===== src/rtl/vlr_pkg.sv =====
package vlr_pkg;
  parameter int LR_NUM = 4;
  parameter int VID_W  = 10;
  parameter int PID_W  = 10;
  localparam int IDX_W = (LR_NUM > 1) ? $clog2(LR_NUM) : 1;

  typedef enum logic [1:0] {
    ST_IDLE = 2'd0,
    ST_PEND = 2'd1,
    ST_ACT  = 2'd2,
    ST_BOTH = 2'd3
  } lrState_e;

  typedef struct packed {
    lrState_e             state;
    logic                 link;
    logic [VID_W-1:0]     vid;
    logic [PID_W-1:0]     pid;
  } lrEntry_t;

  typedef struct packed {
    logic [LR_NUM-1:0] wrHot;
    logic [LR_NUM-1:0] clrHot;
    logic [LR_NUM-1:0] ackHot;
    logic [LR_NUM-1:0] deacHot;
    lrEntry_t          wrData;
  } lrStrobe_t;
endpackage


===== src/rtl/vlr_store.sv =====
module vlr_store
  import vlr_pkg::*;
(
  input  logic                       clk,
  input  logic                       rstN,
  input  lrStrobe_t                  strobe,
  output lrEntry_t [LR_NUM-1:0]      entries
);
  for (genvar i = 0; i < LR_NUM; i++) begin : g_entry
    always_ff @(posedge clk) begin
      if (!rstN) begin
        entries[i] <= '0;
      end else if (strobe.clrHot[i]) begin
        entries[i] <= '0;
      end else if (strobe.wrHot[i]) begin
        entries[i] <= strobe.wrData;
      end else if (strobe.ackHot[i]) begin
        entries[i].state <= ST_ACT;
      end else if (strobe.deacHot[i]) begin
        entries[i].state <= (entries[i].state == ST_BOTH) ? ST_PEND : ST_IDLE;
      end
    end

    // tied entries never hold both pending and active
    assert_link_not_both_R7: assert property (@(posedge clk) disable iff (!rstN)
      entries[i].link |-> entries[i].state != ST_BOTH);

    // a clear leaves the entry inactive
    assert_clear_idle_R9: assert property (@(posedge clk) disable iff (!rstN)
      strobe.clrHot[i] |=> entries[i].state == ST_IDLE);
  end
endmodule


===== src/rtl/vlr_ctrl.sv =====
module vlr_ctrl
  import vlr_pkg::*;
(
  input  logic                   clk,
  input  logic                   rstN,
  input  logic                   hvWrEn,
  input  logic [IDX_W-1:0]       hvWrIdx,
  input  logic [VID_W-1:0]       hvWrVid,
  input  logic [1:0]             hvWrState,
  input  logic                   hvWrLink,
  input  logic [PID_W-1:0]       hvWrPid,
  input  logic                   hvWrNoActive,
  input  logic                   hvClrEn,
  input  logic [IDX_W-1:0]       hvClrIdx,
  input  logic                   gAckReq,
  input  logic                   gDeacReq,
  input  logic [VID_W-1:0]       gDeacVid,
  input  lrEntry_t [LR_NUM-1:0]  entries,
  output lrStrobe_t              strobe,
  output logic                   ackValid,
  output logic [VID_W-1:0]       ackVid,
  output logic                   physDeacValid,
  output logic [PID_W-1:0]       physDeacPid,
  output logic                   hvWrErr
);
  logic             wrOk;
  logic             ackFound;
  logic [IDX_W-1:0] ackSel;
  logic             deacFound;
  logic [IDX_W-1:0] deacSel;

  // load legality: a tie is refused with both states or a class lacking active
  always_comb begin
    wrOk = !(hvWrLink && ((hvWrState == 2'd3) || hvWrNoActive));
  end

  // lowest-index pending entry for acknowledge
  always_comb begin
    ackFound = 1'b0;
    ackSel   = '0;
    for (int i = LR_NUM - 1; i >= 0; i--) begin
      if (entries[i].state == ST_PEND) begin
        ackFound = 1'b1;
        ackSel   = IDX_W'(i);
      end
    end
  end

  // lowest-index active entry matching the deactivate number
  always_comb begin
    deacFound = 1'b0;
    deacSel   = '0;
    for (int i = LR_NUM - 1; i >= 0; i--) begin
      if (entries[i].state[1] && (entries[i].vid == gDeacVid)) begin
        deacFound = 1'b1;
        deacSel   = IDX_W'(i);
      end
    end
  end

  always_comb begin
    strobe              = '0;
    strobe.wrData.state = lrState_e'(hvWrState);
    strobe.wrData.link  = hvWrLink;
    strobe.wrData.vid   = hvWrVid;
    strobe.wrData.pid   = hvWrPid;
    if (hvWrEn && wrOk && (int'(hvWrIdx) < LR_NUM))
      strobe.wrHot[hvWrIdx] = 1'b1;
    if (hvClrEn && (int'(hvClrIdx) < LR_NUM))
      strobe.clrHot[hvClrIdx] = 1'b1;
    if (gAckReq && ackFound)
      strobe.ackHot[ackSel] = 1'b1;
    if (gDeacReq && deacFound)
      strobe.deacHot[deacSel] = 1'b1;
  end

  always_ff @(posedge clk) begin
    if (!rstN) begin
      ackValid      <= 1'b0;
      ackVid        <= '0;
      physDeacValid <= 1'b0;
      physDeacPid   <= '0;
      hvWrErr       <= 1'b0;
    end else begin
      ackValid      <= gAckReq;
      ackVid        <= (gAckReq && ackFound) ? entries[ackSel].vid : '1;
      physDeacValid <= gDeacReq && deacFound && entries[deacSel].link;
      physDeacPid   <= entries[deacSel].pid;
      hvWrErr       <= hvWrEn && !wrOk;
    end
  end

  assert_ack_follows_req_R3: assert property (@(posedge clk) disable iff (!rstN)
    ackValid |-> $past(gAckReq));

  assert_phys_follows_deac_R6: assert property (@(posedge clk) disable iff (!rstN)
    physDeacValid |-> $past(gDeacReq));

  assert_err_needs_link_R7: assert property (@(posedge clk) disable iff (!rstN)
    hvWrErr |-> $past(hvWrEn && hvWrLink));
endmodule


===== src/rtl/vlr_bank.sv =====
module vlr_bank
  import vlr_pkg::*;
(
  input  logic               clk,
  input  logic               rstN,
  input  logic               hvWrEn,
  input  logic [IDX_W-1:0]   hvWrIdx,
  input  logic [VID_W-1:0]   hvWrVid,
  input  logic [1:0]         hvWrState,
  input  logic               hvWrLink,
  input  logic [PID_W-1:0]   hvWrPid,
  input  logic               hvWrNoActive,
  input  logic               hvClrEn,
  input  logic [IDX_W-1:0]   hvClrIdx,
  input  logic               gAckReq,
  input  logic               gDeacReq,
  input  logic [VID_W-1:0]   gDeacVid,
  output logic               ackValid,
  output logic [VID_W-1:0]   ackVid,
  output logic               physDeacValid,
  output logic [PID_W-1:0]   physDeacPid,
  output logic               hvWrErr
);
  lrStrobe_t             strobe;
  lrEntry_t [LR_NUM-1:0] entries;

  vlr_ctrl u_ctrl (
    .clk(clk), .rstN(rstN),
    .hvWrEn(hvWrEn), .hvWrIdx(hvWrIdx), .hvWrVid(hvWrVid),
    .hvWrState(hvWrState), .hvWrLink(hvWrLink), .hvWrPid(hvWrPid),
    .hvWrNoActive(hvWrNoActive), .hvClrEn(hvClrEn), .hvClrIdx(hvClrIdx),
    .gAckReq(gAckReq), .gDeacReq(gDeacReq), .gDeacVid(gDeacVid),
    .entries(entries), .strobe(strobe),
    .ackValid(ackValid), .ackVid(ackVid),
    .physDeacValid(physDeacValid), .physDeacPid(physDeacPid),
    .hvWrErr(hvWrErr)
  );

  vlr_store u_store (
    .clk(clk), .rstN(rstN), .strobe(strobe), .entries(entries)
  );
endmodule


===== config.mk =====
export PLATFORM = sky130hd
export DESIGN_NAME = vlr_bank
export DESIGN_NICKNAME = d
export VERILOG_FILES = /design/src/rtl/vlr_pkg.sv /design/src/rtl/vlr_store.sv /design/src/rtl/vlr_ctrl.sv /design/src/rtl/vlr_bank.sv
export SDC_FILE = /design/constraint.sdc
export NUM_CORES = 1
export LEC_CHECK = 0
export BUFFER_PORTS_ARGS = -buffer_cell sky130_fd_sc_hd__buf_2
export CORE_MARGIN = 4
export CORE_UTILIZATION = 52
export CTS_BUF_LIST = sky130_fd_sc_hd__clkbuf_8 sky130_fd_sc_hd__clkbuf_16
export DETAILED_ROUTE_END_ITERATION = 10
export GPL_TIMING_DRIVEN = 1
export PLACE_DENSITY = 0.85
export SLEW_MARGIN = 5
export SYNTH_ARGS = -nofsm -noshare
export SYNTH_HDL_FRONTEND = slang
export SYNTH_SLANG_ARGS = --single-unit

===== constraint.sdc =====
create_clock -name clk -period 1.66 [get_ports clk]
set_input_delay 0 -clock clk [delete_from_list [all_inputs] [get_ports clk]]
set_output_delay 0 -clock clk [all_outputs]
set_load 0.005 [all_outputs]

Yosys cells after proc, flatten, opt, wreduce, memory -nomap -nowiden
Index checks and enable logic that the tools add are counted.

storage, ports and cells
  input port bits = 44
  register bits = 115
  word-level logic and storage cells = 116
  output and inout bits = 23

cells by class
  magnitude comparators = 8
  eq/ne operators = 13
  multiplexer cells = 49
  bitwise gates (word level) = 1
  reduce and logical (&&, ||, !) cells = 24

operators with widths
  cell                  count
  $bmux W23 S2          2
  $eq A10 B10 Y1        4
  $mux W2               20
  $mux W21              1
  $mux W20              1
  $mux W1               16
  $mux W4               4
  $logic_and A1 B1 Y1   14
  $lt A2 B3 Y1 const B  4
  $reduce_bool A3 Y1    4
  $eq A2 B2 Y1 const B  5
  $mux W10              1
  $demux W1 S2          4
  $eq A2 B1 Y1 const B  4
  $ge A2 B1 Y1 const B  4
  $reduce_or A2 Y1      4
  $logic_not A1 Y1      1
  $logic_or A1 B1 Y1    1
  $not A1 Y1            1

Longest topological paths before layout
  depth after elaboration = 14
  mapped depth = 8

Hierarchy
From an unflattened synthesis, not the netlist that was laid out.

second synthesis, totals
  cells, all modules = 579
  area total of the unflattened synthesis = 5520.3 sq um

modules (own cells, without submodules)
  module     area each (sq um)  times used  cells each  sequential area each (sq um)
  vlr_store  3368.2             1           316         1841.8
  vlr_ctrl   2152.1             1           263         460.4

Worst setup path after synthesis
Ideal clock, no wire load.

  kind = register to register
  start point = register u_store.entries[17] (netlist name)
  end point = register u_ctrl.physDeacPid[3]
  arrival = 1.589 ns
  stages on the path, launching flop included = 8
  setup time = 0.122 ns
  setup slack = -0.051 ns
  path through = dfxtp_1 xnor2_2 nand4_2 or3_4 buf_6 and3_4 a221oi_2 a21boi_1

between the ends
  word-level cells in the longest chain between the ends = 5

ends and longest elaborated chain
  what                  line            text
  $eq A10 B10 Y1        vlr_ctrl.sv:54  if (entries[i].state[1] && (entries[i].vid == gDeacVid)) begin
  $logic_and A1 B1 Y1   vlr_ctrl.sv:54
  $mux W2               vlr_ctrl.sv:54
  $bmux W23 S2          vlr_ctrl.sv:88  physDeacPid <= entries[deacSel].pid;
  $mux W21              -
  to (signal assigned)  vlr_ctrl.sv:88
  to (decl)             vlr_ctrl.sv:23  output logic [PID_W-1:0] physDeacPid,

No other way between the ends. The select of a mux whose other input is x is not followed.
A chain may end at the register's enable or synchronous reset.

Final worst setup path
  start point = register u_store.entries[57] (netlist name)
  end point = register u_ctrl.physDeacPid[2]

between the ends
  word-level cells in the longest chain between the ends = 7

ends and longest elaborated chain
  what                  line
  $eq A10 B10 Y1        vlr_ctrl.sv:54
  $logic_and A1 B1 Y1   vlr_ctrl.sv:54
  $mux W2 (3 in a row)  vlr_ctrl.sv:54
  $bmux W23 S2          vlr_ctrl.sv:88
  $mux W21              -

No other way between the ends. The select of a mux whose other input is x is not followed.

==> impl_results.md <==
- Status: finished with violations
- Failing checks: negative setup slack
- First drt pass iteration count: 11
- Vias: 6456
- Dominant synthesized flop cell: dfxtp_1
- Largest net degree at the start of global routing: 24
- Routability cong.: 0.918
- DRT iter0 DRCs: 1403
- Clk pin slew, worst setup/hold paths: 0.06 ns
- Crit path DAT: 2.53 ns
- Top-area cell type share of the netlist area: 43.7%
- CP Max Fanout: 7
- Count leader, synth: nand2_1
- Diodes inserted: 0
- Final hold violation count: 0
- Setup ws final: -0.447 ns
- Area leader, netlist: dfxtp_1
- Grt ovf: 0
- Yosys warns: 0
- Root buffer cell: clkbuf_8
- Non-filler cells, final: 938
- Vias in the first global route: 6288
- Mean Syn Cell Area: 8.32 um^2
- RSZ-0062 raised after global routing: true
- Worst Path Required: 2.08 ns
- CTS buffer count: 17
- Post-Syn Nets: 677
- Maxcap violations: 0
- Row count: 36
- Sequential share of the synthesized area: 43.7%
- Die Y: 109 um
- CTS tree: done
- Area of the multi-input gates: 0.00295 mm^2
- Initial antenna violation count: 0
- Placed wire-length estimate: 11000 um
- DR DRC count: 0
- Worst slew pin tran: 0.546 ns
- Fin. max-slew vios: 0
- CTS max path bufs: 2
- Pwr dens: 987 mW/mm^2
- Worst vdd ir: 707 uV
- # IOs: 67
- Leak pwr: 2.89 nW
- Htree depth: 4
- Clk_lat worst skew: 0.55 ns
- Die X: 109 um
- Detailed-route wire length: 24000 um
- Placed instance count: 865
- Final core occ: 76.2%
- CP endpoint kind: flip-flop
- Clock Skew: 0.00842 ns
- Post-synth EDFFs: 0
- Min-Delay Path Class: in -> reg
- Relative slew slack: 63.6%
- Final Setup Violations: 24
- Syn Inst Count: 633
- FF+latch area: 0.00233 mm^2
- Post-synth top cells: nand2_1 (184), dfxtp_1 (115), a21oi_1 (104)
- Crit start category: flip-flop
- Die area: 0.0118 mm^2
- Routed len/inst: 25.6 um
- Clock Sinks: 115
- Final Cycle Share: 127%
- Yosys cell types: 56
- Final nets: 837
- Post-Route Setup TNS: -5.57 ns
- Port buffer count: 66
- Crit Path Category: reg -> reg
- Number of fill cells: 554
- Area Growth Syn to Fin: 42.1%
- Mapped cell area: 0.00527 mm^2
- Initial core utilization: 53.6%
- Max Clk Rate: 475 MHz
- GRT Overall Usage: 36.9%
- Ys async rst share: 0%
- Post-synthesis register bit count: 115
- Tmin final: 2.11 ns
- Core ar.: 0.00982 mm^2
- Layout cell share with drive strength beyond 1: 33.0%
- Via-to-Cell Ratio: 6.88
- First-pass GRT wire length: 32900 um
- Area contributors post-synth: dfxtp_1 (44%), nand2_1 (13%), a21oi_1 (9.9%)
- ANT nets after route: 0
==> per-stage QoR <==
step / hold WS, ns / worst slack, ns / total power [mW] / instance area (um^2)
final: 0.0896 / -0.447 / 7.39 / 7490
after CTS: 0.0468 / -0.160 / 7.18 / 7290
after detailed placement: 0.251 / -0.239 / 3.54 / 6150
after global placement: 0.245 / -0.169 / 3.52 / 6150
after floorplan: 0.118 / -0.000131 / 3.27 / 5280
after global routing: 0.0853 / -0.535 / 7.52 / 7490
==> cell type report <==
cell class | instances | area share (%)
multi-input combinational | 462 | 39.4
tap | 133 | 2.22
timing repair buffer | 187 | 19.0
inverter | 10 | 0.501
clock inverter | 12 | 1.85
sequential | 115 | 31.1
clock buffer | 19 | 5.90
==> kinds of logic after synthesis <==
family | Yosys count | synth area share (%)
AO/OA/AOI/OAI | 176 | 21.1
XOR/XNOR | 40 | 7.51
buffers and inverters | 57 | 5.91
flip-flops | 115 | 43.7
AND/OR/NAND/NOR | 245 | 21.8
==> routing by layer <==
layer / GRT usage, % / vias up / wire [um]
li1: - / 2507 / -
met3: 11.0 / 293 / 3590
met5: 0 / - / 0
met2: 57.5 / 777 / 10000
met4: 28.9 / 0 / 2540
met1: 42.2 / 2879 / 7910
==> critical path: stages, from the launching register on <==
cell and delay [ns]:
dfxtp_1 0.35, xnor2_1 0.31, nand3_1 0.22, nor3_4 0.23, buf_6 0.16, buf_6 0.12, o31ai_4 0.13, a32oi_1 0.32
o21ai_1 0.13
==> flip-flops by register name (all words and copies together), names as in the netlist <==
register / flops
u_store.entries: 92
u_ctrl.ackVid: 10
u_ctrl.physDeacPid: 10
u_ctrl.ackValid: 1
u_ctrl.hvWrErr: 1
u_ctrl.physDeacValid: 1
==> power breakdown <==
group	switching, mW	total [mW]	internal (mW)
Clock	1.35	3.68	2.33
Sequential	0.0606	2.90	2.84
Combinational	0.487	0.807	0.321
==> layout by cell type (no fill, tap or decap), drive strengths merged, types with 3 or more instances in the layout <==
cell / instances
bufinv: 3
a21boi: 14
inv: 11
a21o: 3
nor2: 5
or3: 4
nand3: 11
a222oi: 10
clkinv: 6
nor3b: 5
xnor2: 40
nand2b: 3
o21bai: 4
o21ai: 11
o31a: 6
nand2: 184
a211oi: 3
nand4: 8
a31oi: 3
a221oi: 3
dlygate4sd3: 30
dfxtp: 115
buf: 157
nor2b: 4
and3: 7
clkbuf: 19
nor3: 7
a21oi: 104
a32oi: 6
==> what timing repair did <==
item | 4_1_cts | 5_1_grt
setup buffers | 8 | 5
hold buffers | 30 | 0
pin swaps | 34 | 28
endpoints found under the setup margin | 26 | 56
resized for setup | 42 | 35
endpoints found under the hold margin | 101 | 0
cloned | 1 | 0
==> final timing paths <==
kind | startpoint | end | slack [ns] | cells after the start
min reg2reg | u_store.entries[47]$_SDFFE_PP0P_ | u_store.entries[47]$_SDFFE_PP0P_ | 0.46 | 2
max | u_store.entries[57]$_SDFFE_PP0P_ | u_ctrl.physDeacPid[2]$_SDFF_PN0_ | -0.45 | 8
max reg2reg | u_store.entries[57]$_SDFFE_PP0P_ | u_ctrl.physDeacPid[2]$_SDFF_PN0_ | -0.45 | 8
min | hvClrIdx[0] | u_store.entries[22]$_SDFFE_PP0P_ | 0.09 | 4
No activity file was read; power rests on OpenSTA's default activity.
